File: src/rtl/spi_lm_pkg.sv
package spi_lm_pkg;

  localparam int DATA_W = 32;
  localparam int BYTE_W = 8;

  // register index = address bits [3:2]
  typedef enum logic [1:0] {
    RSEL_CTRL = 2'd0,
    RSEL_CFG  = 2'd1,
    RSEL_TX   = 2'd2,
    RSEL_RX   = 2'd3
  } rsel_e;

  // control word
  localparam int BIT_READY = 1;
  localparam int BIT_CS0   = 16;
  // configuration word
  localparam int BIT_LEN   = 5;
  localparam int BIT_PHA   = 6;
  localparam int BIT_POL   = 7;
  localparam int BIT_FLUSH = 9;
  localparam int BIT_QUEUE = 17;

  // divider values 0 and 1 fall back to 2 so both halves exist
  function automatic int eff_div(input int presc);
    return (presc < 2) ? 2 : presc;
  endfunction

  // clocks at idle level per bit
  function automatic int lead_len(input int div);
    return div / 2;
  endfunction

  // clocks at active level per bit
  function automatic int trail_len(input int div);
    return div - (div / 2);
  endfunction

endpackage

File: src/rtl/spi_lm_clkgen.sv
module spi_lm_clkgen
  import spi_lm_pkg::*;
#(
  parameter int PRESC_W = 5
) (
  input  logic               clk,
  input  logic               rst_n,
  input  logic               start,
  input  logic               run,
  input  logic [PRESC_W-1:0] div_in,
  output logic               lead_tick,
  output logic               trail_tick
);

  logic [PRESC_W-1:0] div_l;
  logic [PRESC_W-1:0] cnt;
  logic               half;   // 0: idle-level half, 1: active-level half
  int                 lo_n, hi_n;

  always_comb begin
    lo_n       = lead_len(int'(div_l));
    hi_n       = trail_len(int'(div_l));
    lead_tick  = run && !half && (int'(cnt) == lo_n - 1);
    trail_tick = run &&  half && (int'(cnt) == hi_n - 1);
  end

  always_ff @(posedge clk or negedge rst_n) begin
    if (!rst_n) begin
      div_l <= PRESC_W'(2);
      cnt   <= '0;
      half  <= 1'b0;
    end else if (start) begin
      div_l <= PRESC_W'(eff_div(int'(div_in)));
      cnt   <= '0;
      half  <= 1'b0;
    end else if (run) begin
      if (lead_tick || trail_tick) begin
        cnt  <= '0;
        half <= ~half;
      end else begin
        cnt <= cnt + 1'b1;
      end
    end
  end

  // the half-period counter never reaches the latched divider
  p_cnt_range_r6: assert property (@(posedge clk) disable iff (!rst_n)
    run |-> (cnt < div_l));

endmodule

File: src/rtl/spi_lm_shifter.sv
module spi_lm_shifter
  import spi_lm_pkg::*;
#(
  parameter int BITS = BYTE_W
) (
  input  logic            clk,
  input  logic            rst_n,
  input  logic            start,
  input  logic [BITS-1:0] tx_in,
  input  logic            cpol_cfg,
  input  logic            cpha_cfg,
  input  logic            lead_tick,
  input  logic            trail_tick,
  input  logic            miso,
  output logic            busy,
  output logic            done,
  output logic [BITS-1:0] rx_out,
  output logic            sclk,
  output logic            mosi
);

  localparam int IDX_W = $clog2(BITS);
  localparam logic [IDX_W-1:0] LAST = IDX_W'(BITS - 1);

  logic [BITS-1:0]  tx_sr, rx_sr;
  logic [IDX_W-1:0] bit_idx;
  logic             act_q;
  logic             cpol_l, cpha_l;
  logic [BITS-1:0]  rx_shifted;

  assign rx_shifted = {rx_sr[BITS-2:0], miso};
  assign done       = busy && trail_tick && (bit_idx == LAST);
  assign rx_out     = cpha_l ? rx_shifted : rx_sr;
  assign sclk       = busy ? (cpol_l ^ act_q) : cpol_cfg;
  assign mosi       = tx_sr[BITS-1];

  always_ff @(posedge clk or negedge rst_n) begin
    if (!rst_n) begin
      busy    <= 1'b0;
      tx_sr   <= '0;
      rx_sr   <= '0;
      bit_idx <= '0;
      act_q   <= 1'b0;
      cpol_l  <= 1'b0;
      cpha_l  <= 1'b0;
    end else if (start) begin
      busy    <= 1'b1;
      tx_sr   <= tx_in;
      rx_sr   <= '0;
      bit_idx <= '0;
      act_q   <= 1'b0;
      cpol_l  <= cpol_cfg;
      cpha_l  <= cpha_cfg;
    end else if (busy) begin
      if (lead_tick) begin
        act_q <= 1'b1;
        if (!cpha_l)
          rx_sr <= rx_shifted;
        else if (bit_idx != '0)
          tx_sr <= {tx_sr[BITS-2:0], 1'b0};
      end
      if (trail_tick) begin
        act_q <= 1'b0;
        if (cpha_l)
          rx_sr <= rx_shifted;
        else if (bit_idx != LAST)
          tx_sr <= {tx_sr[BITS-2:0], 1'b0};
        if (bit_idx == LAST)
          busy <= 1'b0;
        else
          bit_idx <= bit_idx + 1'b1;
      end
    end
  end

  // an accepted trigger makes the shifter busy on the next cycle
  p_start_busy_r4: assert property (@(posedge clk) disable iff (!rst_n)
    start |=> busy);

  // the clock is back at its idle half when the exchange ends
  p_idle_after_r7: assert property (@(posedge clk) disable iff (!rst_n)
    $fell(busy) |-> !act_q);

endmodule

File: src/rtl/spi_lm_regs.sv
module spi_lm_regs
  import spi_lm_pkg::*;
#(
  parameter int NUM_CS  = 4,
  parameter int PRESC_W = 5,
  parameter int ADDR_W  = 4
) (
  input  logic               clk,
  input  logic               rst_n,
  input  logic               wr,
  input  logic [ADDR_W-1:0]  addr,
  input  logic [DATA_W-1:0]  wdata,
  output logic [DATA_W-1:0]  rdata,
  input  logic               ready,
  input  logic               done,
  input  logic [BYTE_W-1:0]  rx_byte,
  output logic               start,
  output logic [BYTE_W-1:0]  tx_byte,
  output logic [PRESC_W-1:0] presc,
  output logic               cpol,
  output logic               cpha,
  output logic [NUM_CS-1:0]  cs_en
);

  rsel_e             sel;
  logic              wr_ctrl, wr_cfg, wr_tx;
  logic              len_q, queue_q, flush_q;
  logic [BYTE_W-1:0] din_q;
  logic              unused_bits;

  assign sel         = rsel_e'(addr[3:2]);
  assign wr_ctrl     = wr && (sel == RSEL_CTRL);
  assign wr_cfg      = wr && (sel == RSEL_CFG);
  assign wr_tx       = wr && (sel == RSEL_TX);
  assign start       = wr_tx && ready;
  assign unused_bits = ^{wdata, addr};

  always_ff @(posedge clk or negedge rst_n) begin
    if (!rst_n) begin
      cs_en   <= '0;
      presc   <= '0;
      len_q   <= 1'b0;
      cpha    <= 1'b0;
      cpol    <= 1'b0;
      queue_q <= 1'b0;
      flush_q <= 1'b0;
      tx_byte <= '0;
      din_q   <= '0;
    end else begin
      if (wr_ctrl)
        cs_en <= wdata[BIT_CS0 +: NUM_CS];
      if (wr_cfg) begin
        presc   <= wdata[PRESC_W-1:0];
        len_q   <= wdata[BIT_LEN];
        cpha    <= wdata[BIT_PHA];
        cpol    <= wdata[BIT_POL];
        queue_q <= wdata[BIT_QUEUE];
      end
      // no queue is kept, so a flush completes in one cycle
      flush_q <= wr_cfg && wdata[BIT_FLUSH];
      if (start)
        tx_byte <= wdata[BYTE_W-1:0];
      if (done)
        din_q <= rx_byte;
    end
  end

  always_comb begin
    rdata = '0;
    unique case (sel)
      RSEL_CTRL: begin
        rdata[BIT_READY]         = ready;
        rdata[BIT_CS0 +: NUM_CS] = cs_en;
      end
      RSEL_CFG: begin
        rdata[PRESC_W-1:0] = presc;
        rdata[BIT_LEN]     = len_q;
        rdata[BIT_PHA]     = cpha;
        rdata[BIT_POL]     = cpol;
        rdata[BIT_FLUSH]   = flush_q;
        rdata[BIT_QUEUE]   = queue_q;
      end
      RSEL_TX:  rdata[BYTE_W-1:0] = tx_byte;
      RSEL_RX:  rdata[BYTE_W-1:0] = din_q;
      default:  rdata = '0;
    endcase
  end

  // the flush request is visible for one cycle only
  p_flush_once_r9: assert property (@(posedge clk) disable iff (!rst_n)
    flush_q |=> !flush_q);

  // a trigger while busy leaves the accepted byte alone
  p_ignore_busy_r10: assert property (@(posedge clk) disable iff (!rst_n)
    (wr_tx && !ready) |=> $stable(tx_byte));

  // receive word changes only on completion
  p_din_hold_r10: assert property (@(posedge clk) disable iff (!rst_n)
    !done |=> $stable(din_q));

endmodule

File: src/rtl/spi_byte_master.sv
module spi_byte_master
  import spi_lm_pkg::*;
#(
  parameter int NUM_CS  = 4,
  parameter int PRESC_W = 5,
  parameter int ADDR_W  = 4
) (
  input  logic              clk,
  input  logic              rst_n,
  input  logic              reg_wr,
  input  logic [ADDR_W-1:0] reg_addr,
  input  logic [31:0]       reg_wdata,
  output logic [31:0]       reg_rdata,
  output logic              spi_sclk,
  output logic              spi_mosi,
  input  logic              spi_miso,
  output logic [NUM_CS-1:0] spi_cs_n
);

  logic               start, busy, done, ready;
  logic               lead_tick, trail_tick;
  logic               cpol, cpha;
  logic [PRESC_W-1:0] presc;
  logic [BYTE_W-1:0]  tx_byte, rx_byte;
  logic [NUM_CS-1:0]  cs_en;

  assign ready    = !busy;
  assign spi_cs_n = ~cs_en;

  spi_lm_regs #(
    .NUM_CS (NUM_CS),
    .PRESC_W(PRESC_W),
    .ADDR_W (ADDR_W)
  ) u_regs (
    .clk    (clk),
    .rst_n  (rst_n),
    .wr     (reg_wr),
    .addr   (reg_addr),
    .wdata  (reg_wdata),
    .rdata  (reg_rdata),
    .ready  (ready),
    .done   (done),
    .rx_byte(rx_byte),
    .start  (start),
    .tx_byte(tx_byte),
    .presc  (presc),
    .cpol   (cpol),
    .cpha   (cpha),
    .cs_en  (cs_en)
  );

  spi_lm_clkgen #(
    .PRESC_W(PRESC_W)
  ) u_clkgen (
    .clk       (clk),
    .rst_n     (rst_n),
    .start     (start),
    .run       (busy),
    .div_in    (presc),
    .lead_tick (lead_tick),
    .trail_tick(trail_tick)
  );

  spi_lm_shifter #(
    .BITS(BYTE_W)
  ) u_shift (
    .clk       (clk),
    .rst_n     (rst_n),
    .start     (start),
    .tx_in     (tx_byte_next(reg_wdata)),
    .cpol_cfg  (cpol),
    .cpha_cfg  (cpha),
    .lead_tick (lead_tick),
    .trail_tick(trail_tick),
    .miso      (spi_miso),
    .busy      (busy),
    .done      (done),
    .rx_out    (rx_byte),
    .sclk      (spi_sclk),
    .mosi      (spi_mosi)
  );

  function automatic logic [BYTE_W-1:0] tx_byte_next(input logic [31:0] w);
    return w[BYTE_W-1:0];
  endfunction

  // select line n follows its enable bit (one cycle after the write)
  p_cs_follow_r3: assert property (@(posedge clk) disable iff (!rst_n)
    (reg_wr && reg_addr[3:2] == 2'd0) |=>
      (spi_cs_n == ~$past(reg_wdata[BIT_CS0 +: NUM_CS])));

  logic unused_txb;
  assign unused_txb = ^tx_byte;

endmodule

File: config.mk
export PLATFORM = sky130hd
export DESIGN_NAME = spi_byte_master
export DESIGN_NICKNAME = d
export VERILOG_FILES = /design/src/rtl/spi_lm_pkg.sv /design/src/rtl/spi_lm_clkgen.sv /design/src/rtl/spi_lm_shifter.sv /design/src/rtl/spi_lm_regs.sv /design/src/rtl/spi_byte_master.sv
export SDC_FILE = /design/constraint.sdc
export NUM_CORES = 1
export LEC_CHECK = 0
export ABC_CLOCK_PERIOD_IN_PS = 5050
export BUFFER_PORTS_ARGS = -buffer_cell sky130_fd_sc_hd__buf_4
export CAP_MARGIN = 20
export CORE_ASPECT_RATIO = 1.75
export CORE_MARGIN = 2
export CORE_UTILIZATION = 45
export CTS_BUF_LIST = sky130_fd_sc_hd__clkbuf_16
export DETAILED_ROUTE_END_ITERATION = 6
export PLACE_DENSITY = 0.76
export SLEW_MARGIN = 30
export SYNTH_ARGS = -nofsm -noshare
export SYNTH_HDL_FRONTEND = slang
export SYNTH_SLANG_ARGS = --single-unit
File: constraint.sdc
create_clock -name clk -period 5.05 [get_ports clk]
set_input_delay 1.01 -clock clk [delete_from_list [all_inputs] [get_ports clk]]
set_output_delay 1.01 -clock clk [all_outputs]
set_load 0.1 [all_outputs]
==> metrics.md, run 1 <==
| Metric | Value |
|---|---|
| CTS buffer count | `9` |
| I/O pins | `78` |
| Final hold viol count | `0` |
| Register area | `1600 µm²` |
| Gr usage total | `0.203` |
| Post-synth top area cell | `dfrtp_1` |
| Die Width | `74.7 µm` |
| Post-synthesis xor/xnor area fraction | `0.0375` |
| Main synth FF type | `dfrtp_1` |
| Post-synthesis mux area share | `0.0833` |
| Pin count of the biggest net entering global routing | `65` |
| Hold_sp | `u_regs.tx_byte[4]$_DFFE_PN0P_` |
| Pins Over Slew Limit | `0` |
| Post-Route WL | `8590 µm` |
| GP Congestion | `0.835` |
| Setup ws final | `0.556 ns` |
| Commonest cells in the netlist | `dfrtp_1 (63), nand2_1 (49), buf_4 (21), ha_1 (21), inv_1 (21)` |
| Die height | `128 µm` |
| Max Clk Rate | `223 MHz` |
| Critical path type | `reg -> reg` |
| Leak | `2.13 nW` |
| Max-cap check violation count | `0` |
| Hold path depth | `1` |
| Initial antenna violation count | `0` |
| R2r startpoint | `u_clkgen.div_l[1]$_DFFE_PN1P_` |
| R2R setup slack | `0.56 ns` |
| Total negative setup slack | `0 ns` |
| Period utilization | `0.890` |
| Async SR Flop Fraction | `1.00` |
| Final nets | `481` |
| Row count | `45` |
| Post-synthesis cell type count | `62` |
| Simple-gate area share of the yosys netlist | `0.161` |
| DR vias/cell | `5.47` |
| Slew Limit Headroom | `0.449` |
| CP Launch Point | `u_clkgen.div_l[1]$_DFFE_PN1P_` |
| Synth Register Bits | `64` |
| Largest family of logic cells by synthesized area | `simple AND/OR/NAND/NOR gates` |
| Comb pwr share | `0.458` |
| Skew final | `0.00423 ns` |
| Net switching share of the total power | `0.423` |
| Power, Total | `2.54 mW` |
| Worst EP required | `5.25 ns` |
| Power per cell area | `568 nW/µm²` |
| Met3 Usage GRT | `0.0354` |
| Met2 GRT Util | `0.346` |
| Post-CTS setup buffers | `0` |
| Root buf cell | `clkbuf_16` |
| Core area | `8560 µm²` |
| Clock transition at the registers of the reported paths | `0.05 ns` |
| Total of hold buffers inserted after clock tree synthesis | `0` |
| CTS tree | `yes` |
| Area added between synthesis and finish | `13.7%` |
| Status | `complete, no violations` |
| Synthesized area | `3930 µm²` |
| Fillers | `780` |
| I/O Buffers | `37` |
| Worst-case clock buffer depth | `2` |
| Post-Syn Area per Cell | `10.1 µm²` |
| Final antenna diode count | `0` |
| GR peak layer | `met2` |
| Arrival time worst endpoint | `4.69 ns` |
| Most frequent cell after synthesis | `dfrtp_1` |
| Final setup fails | `0` |
| CP Capture Type | `flip-flop` |
| Global-route wire length before repair | `14800 µm` |
| Drt wl/cell | `15.9 µm` |
| Clk network pwr share | `0.227` |
| Vias | `2959` |
| Share of layout cells above drive strength 1 | `0.198` |
| Starting Density | `0.460` |
| Iter 0 DRT Violations | `169` |
| Reg2Reg Depth | `16` |
| Seq pwr share | `0.315` |
| RSZ-0062 raised after global routing | `no` |
| Syn Inst Count | `390` |
| Non-Filler Cell Area, Final | `4470 µm²` |
| Post-synthesis adder-cell area fraction | `0.0719` |
| HPWL after DPL | `6420 µm` |
| CTS HTree Levels | `3` |
| Worst vdd ir | `0.320 mV` |
| GRT Residual Overflow | `0` |
| DRT Pass-1 Iters | `4` |
| Worst slew pin tran | `0.825 ns` |
| Met1 Resource Use GR | `0.230` |
| Int Pwr | `1.46 mW` |
| Clock sink count | `64` |
| Dpl ws | `0.575 ns` |
| Ranking of synthesized cells by area | `dfrtp_1 (40%), ha_1 (6.7%), nand2_1 (4.7%)` |
| Clock Latency Late Sink | `0.33 ns` |
| Multi-input gate area | `2080 µm²` |
| Vias in the first global route | `3064` |
| PostCTS Resize Cnt | `0` |
| DRT antenna net count | `0` |
| Die Footprint | `9530 µm²` |
| DRC violations left | `0` |
| Hold WC Path Type | `reg -> reg` |
| Crit path time final | `4.49 ns` |
| Post-synthesis compound-gate area fraction | `0.156` |
| Synth top area share | `0.401` |
| Sw Pwr | `1.07 mW` |
| CP startpoint kind | `flip-flop` |
| Number of synthesized flops with an enable pin | `0` |
| Top fanout value on the critical path | `15` |
| Syn. warnings | `0` |
| Area post-placement | `4190 µm²` |
| Register area share after synthesis | `0.407` |
-- cells by family (layout without fill, tap and decap cells) --
kind of cell,count (synthesis),after routing
flops,64,64
mux,29,29
compound gates,83,83
simple gates,116,116
fa+ha+maj,22,22
other cells,1,19
xor+xnor,16,16
buf+inv,59,75
-- registers in the layout, indices dropped and copies added (netlist names), 3 cells and up --
register and flops:
u_shift.tx_sr 8, u_clkgen.div_l 5, u_clkgen.cnt 5, u_regs.tx_byte 8
u_regs.cs_en 4, u_shift.rx_sr 8, u_regs.presc 5, u_shift.bit_idx 3
u_regs.din_q 8
-- worst max-delay path, cell delays in order (launching register included) --
cell,delay (ns)
dfstp_2,0.60
ha_1,0.21
inv_1,0.06
fa_1,0.43
nand2b_1,0.11
a21oi_1,0.11
xnor2_1,0.20
and3_1,0.29
nand2_1,0.09
ha_1,0.27
nand4bb_1,0.18
nor4_1,0.37
nand4b_2,0.28
nor3_4,0.63
buf_4,0.27
nand3b_4,0.11
mux2i_1,0.16
-- layer usage --
layer  part of all wire  wire [µm]
met4              0.048        408
met3              0.031        266
met1               0.37       3200
met5                  0          0
met2               0.55       4720
-- layout make-up --
type	count	share of cell area
clock inverters	7	0.0123
repair buffers	38	0.0638
inverters	21	0.0176
multi-input cells	285	0.465
flip-flops and latches	64	0.358
well taps	117	0.0327
clock buffers	9	0.0504
-- through the flow --
stage | hold WS, ns | utilization | std cells
after floorplan | 0.444 | - | 408
after global placement | 0.457 | 0.489 | 525
after detailed placement | 0.465 | 0.489 | 525
after CTS | 0.476 | 0.522 | 541
after global routing | 0.495 | 0.523 | 541
final | 0.475 | 0.523 | 541
-- power groups by stage --
stage | clock (mW) | sequential (mW) | combinational (mW)
finish | 0.577 | 0.799 | 1.16
global route | 0.613 | 0.826 | 1.28
CTS | 0.590 | 0.799 | 1.17
detailed placement | 0 | 0.806 | 1.16
global placement | 0 | 0.800 | 1.13
floorplan | 0 | 0.779 | 0.968
-- placed cells by master (no fill, tap or decap), drive strengths merged, types with 4 or more instances in the layout --
cell type | Yosys | routed
o311ai | 7 | 7
nor3 | 11 | 11
clkbuf | 13 | 9
o21ai | 20 | 20
nor4 | 4 | 4
inv | 21 | 23
xor2 | 5 | 5
ha | 21 | 21
clkinv | 0 | 4
a22o | 8 | 8
mux2i | 11 | 11
nand3 | 5 | 5
and2 | 10 | 10
buf | 25 | 38
conb | 1 | 19
nor2 | 12 | 12
xnor2 | 11 | 11
a221o | 8 | 8
dfrtp | 63 | 63
a31oi | 7 | 7
mux2 | 17 | 17
a21o | 7 | 7
nand2 | 50 | 50
a21oi | 13 | 13
-- worst paths after layout --
check                                                 end
max reg2reg                u_shift.bit_idx[0]$_DFFE_PN0P_
max                        u_shift.bit_idx[0]$_DFFE_PN0P_
min                         u_regs.tx_byte[4]$_DFFE_PN0P_
min reg2reg                 u_regs.tx_byte[4]$_DFFE_PN0P_
max in group asynchronous    u_shift.tx_sr[6]$_DFFE_PN0P_
min in group asynchronous    u_shift.rx_sr[4]$_DFFE_PN0P_
No activity file was read; power rests on OpenSTA's default activity.
==> inputs of run 2 (changes only) <==
--- a/config.mk
+++ b/config.mk
@@ -13,6 +13,7 @@
 export CORE_UTILIZATION = 45
 export CTS_BUF_LIST = sky130_fd_sc_hd__clkbuf_16
 export DETAILED_ROUTE_END_ITERATION = 6
+export MAX_ROUTING_LAYER = met4
 export PLACE_DENSITY = 0.76
 export SLEW_MARGIN = 30
 export SYNTH_ARGS = -nofsm -noshare
==> run 2 against run 1 <==
Final area unchanged. Largest power group unchanged. Power is essentially flat. Highest routed layer unchanged. Sequential share of layout area is the same. Count of clock-buffer cells in the layout stayed put. Critical path type unchanged.
==> metrics.md, run 2 (same netlist as run 1, synthesis figures left out) <==
| Metric | Value |
|---|---|
| Sw Pwr | `1.08 mW (was 1.07 mW)` |
| Total of hold buffers inserted after clock tree synthesis | `0 (unchanged)` |
| Global-route wire length before repair | `14900 µm (was 14800 µm)` |
| Multi-input gate area | `2080 µm² (unchanged)` |
| Worst slew pin tran | `0.835 ns (was 0.825 ns)` |
| GRT Residual Overflow | `0 (unchanged)` |
| RSZ-0062 raised after global routing | `no (unchanged)` |
| Most frequent cells in the layout | `dfrtp_1 (63), nand2_1 (49), buf_4 (38), inv_1 (23), ha_1 (21) (unchanged)` |
| Comb pwr share | `0.457 (was 0.458)` |
| CTS tree | `yes (unchanged)` |
| Crit path time final | `4.50 ns (was 4.49 ns)` |
| Post-Route WL | `8620 µm (was 8590 µm)` |
| Most common cell after layout, fill and taps aside | `dfrtp_1 (unchanged)` |
| Die height | `128 µm (unchanged)` |
| Seq pwr share | `0.315 (about the same)` |
| Final hold viol count | `0 (unchanged)` |
| CP startpoint kind | `flip-flop (unchanged)` |
| I/O pins | `78 (unchanged)` |
| Root buf cell | `clkbuf_16 (unchanged)` |
| Arrival time worst endpoint | `4.70 ns (was 4.69 ns)` |
| PostCTS Resize Cnt | `0 (unchanged)` |
| Final antenna diode count | `0 (unchanged)` |
| HPWL after DPL | `6420 µm (unchanged)` |
| Pins Over Slew Limit | `0 (unchanged)` |
| Placed cells | `525 (unchanged)` |
| Fin util | `0.523 (unchanged)` |
| Slew Limit Headroom | `0.442 (was 0.449)` |
| I/O Buffers | `37 (unchanged)` |
| CP max stage cell | `nor3_4 (unchanged)` |
| Power, Total | `2.54 mW (about the same)` |
| Final nets | `481 (unchanged)` |
| Starting Density | `0.460 (unchanged)` |
| Clock sink count | `64 (unchanged)` |
| Vias | `2996 (was 2959)` |
| Clk network pwr share | `0.228 (was 0.227)` |
| Gr usage total | `0.209 (was 0.203)` |
| CP Cell Sequence | `ha_1 -> inv_1 -> fa_1 -> nand2b_1 -> a21oi_1 -> xnor2_1 -> and3_1 -> nand2_1 -> ha_1 -> nand4bb_1 -> nor4_1 -> nand4b_2 -> nor3_4 -> buf_4 -> nand3b_4 -> mux2i_1 (unchanged)` |
| DR vias/cell | `5.54 (was 5.47)` |
| Post-CTS setup buffers | `0 (unchanged)` |
| Worst-case clock buffer depth | `2 (unchanged)` |
| Worst vdd ir | `0.322 mV (was 0.320 mV)` |
| Initial antenna violation count | `0 (unchanged)` |
| Share of layout cells above drive strength 1 | `0.198 (unchanged)` |
| DRC violations left | `0 (unchanged)` |
| Area added between synthesis and finish | `13.7% (unchanged)` |
| DRT antenna net count | `0 (unchanged)` |
| Iter 0 DRT Violations | `132 (was 169)` |
| Hold WC Path Type | `reg -> reg (unchanged)` |
| Worst EP required | `5.25 ns (about the same)` |
| Core area | `8560 µm² (unchanged)` |
| Power per cell area | `568 nW/µm² (about the same)` |
| Skew final | `0.00339 ns (was 0.00423 ns)` |
| Die Width | `74.7 µm (unchanged)` |
| Non-Filler Cell Area, Final | `4470 µm² (unchanged)` |
| Most used cell, CP | `ha_1 (unchanged)` |
| Row count | `45 (unchanged)` |
| CTS HTree Levels | `3 (unchanged)` |
| Period utilization | `0.890 (about the same)` |
| Die Footprint | `9530 µm² (unchanged)` |
| Total negative setup slack | `0 ns (unchanged)` |
| GP Congestion | `0.848 (was 0.835)` |
| Final setup fails | `0 (unchanged)` |
| Area post-placement | `4190 µm² (unchanged)` |
| Clock transition at the registers of the reported paths | `0.05 ns (about the same)` |
| Drt wl/cell | `15.9 µm (about the same)` |
| CP max stage delay | `0.64 ns (was 0.63 ns)` |
| Int Pwr | `1.46 mW (about the same)` |
| Critical path type | `reg -> reg (unchanged)` |
| CP Capture Type | `flip-flop (unchanged)` |
| Max-cap check violation count | `0 (unchanged)` |
| Fillers | `780 (unchanged)` |
| Status | `complete, no violations (unchanged)` |
| Pin count of the biggest net entering global routing | `65 (unchanged)` |
| Register area | `1600 µm² (unchanged)` |
| Net switching share of the total power | `0.424 (was 0.423)` |
| CTS buffer count | `9 (unchanged)` |
| Top fanout value on the critical path | `15 (unchanged)` |
| DRT Pass-1 Iters | `4 (unchanged)` |
| Max Clk Rate | `222 MHz (was 223 MHz)` |
| Vias in the first global route | `3060 (was 3064)` |
| Final std cells w/o fill | `541 (unchanged)` |
| Leak | `2.13 nW (unchanged)` |
| Clock Latency Late Sink | `0.33 ns (about the same)` |
[run 2: stage by stage]
stage / hold WS (ns) / worst slack [ns]
floorplan: 0.444 / 0.553
finish: 0.474 / 0.553
global placement: 0.457 / 0.727
global route: 0.495 / 0.226
CTS: 0.476 / 0.563
detailed placement: 0.465 / 0.575
[run 2: layer usage]
metal  wire (µm)  global-route usage
met3         261              0.0354
met5           0                   -
met1        3270               0.233
met2        4680               0.345
met4         413               0.118
[run 2: power groups by stage]
| stage | Combinational (mW) | Clock, mW | Sequential [mW] |
|---|---|---|---|
| after floorplan | 0.968 | 0 | 0.779 |
| after global placement | 1.13 | 0 | 0.800 |
| after detailed placement | 1.16 | 0 | 0.806 |
| after CTS | 1.17 | 0.590 | 0.799 |
| after global routing | 1.28 | 0.613 | 0.826 |
| final | 1.16 | 0.579 | 0.800 |
[run 2: layout make-up]
cell class	instances	area share
Timing Repair Buffer	38	0.0638
Multi-Input combinational cell	285	0.465
Tap cell	117	0.0327
Clock inverter	7	0.0123
Inverter	21	0.0176
Sequential cell	64	0.358
Clock buffer	9	0.0504
[run 2: critical path, delay by kind of cell (launching register included)]
family,cells,cell delay [ns]
and+or+nand+nor,8,2.07
muxes,1,0.16
xor gates and xnor gates,1,0.20
adders and majority gates,3,0.90
DFF,1,0.60
AOI/OAI and AO/OA,1,0.11
buffers and inverters,2,0.34
[run 2: final timing paths]
kind	start	endpoint	slack, ns	cells past startpoint
min in group asynchronous	rst_n	u_shift.rx_sr[4]$_DFFE_PN0P_	0.77	1
worst max register to register	u_clkgen.div_l[1]$_DFFE_PN1P_	u_shift.bit_idx[0]$_DFFE_PN0P_	0.55	16
worst min register to register	u_regs.tx_byte[4]$_DFFE_PN0P_	u_regs.tx_byte[4]$_DFFE_PN0P_	0.47	1
worst max-delay path	u_clkgen.div_l[1]$_DFFE_PN1P_	u_shift.bit_idx[0]$_DFFE_PN0P_	0.55	16
max in group asynchronous	rst_n	u_regs.tx_byte[4]$_DFFE_PN0P_	3.73	1
worst min-delay path	u_regs.tx_byte[4]$_DFFE_PN0P_	u_regs.tx_byte[4]$_DFFE_PN0P_	0.47	1
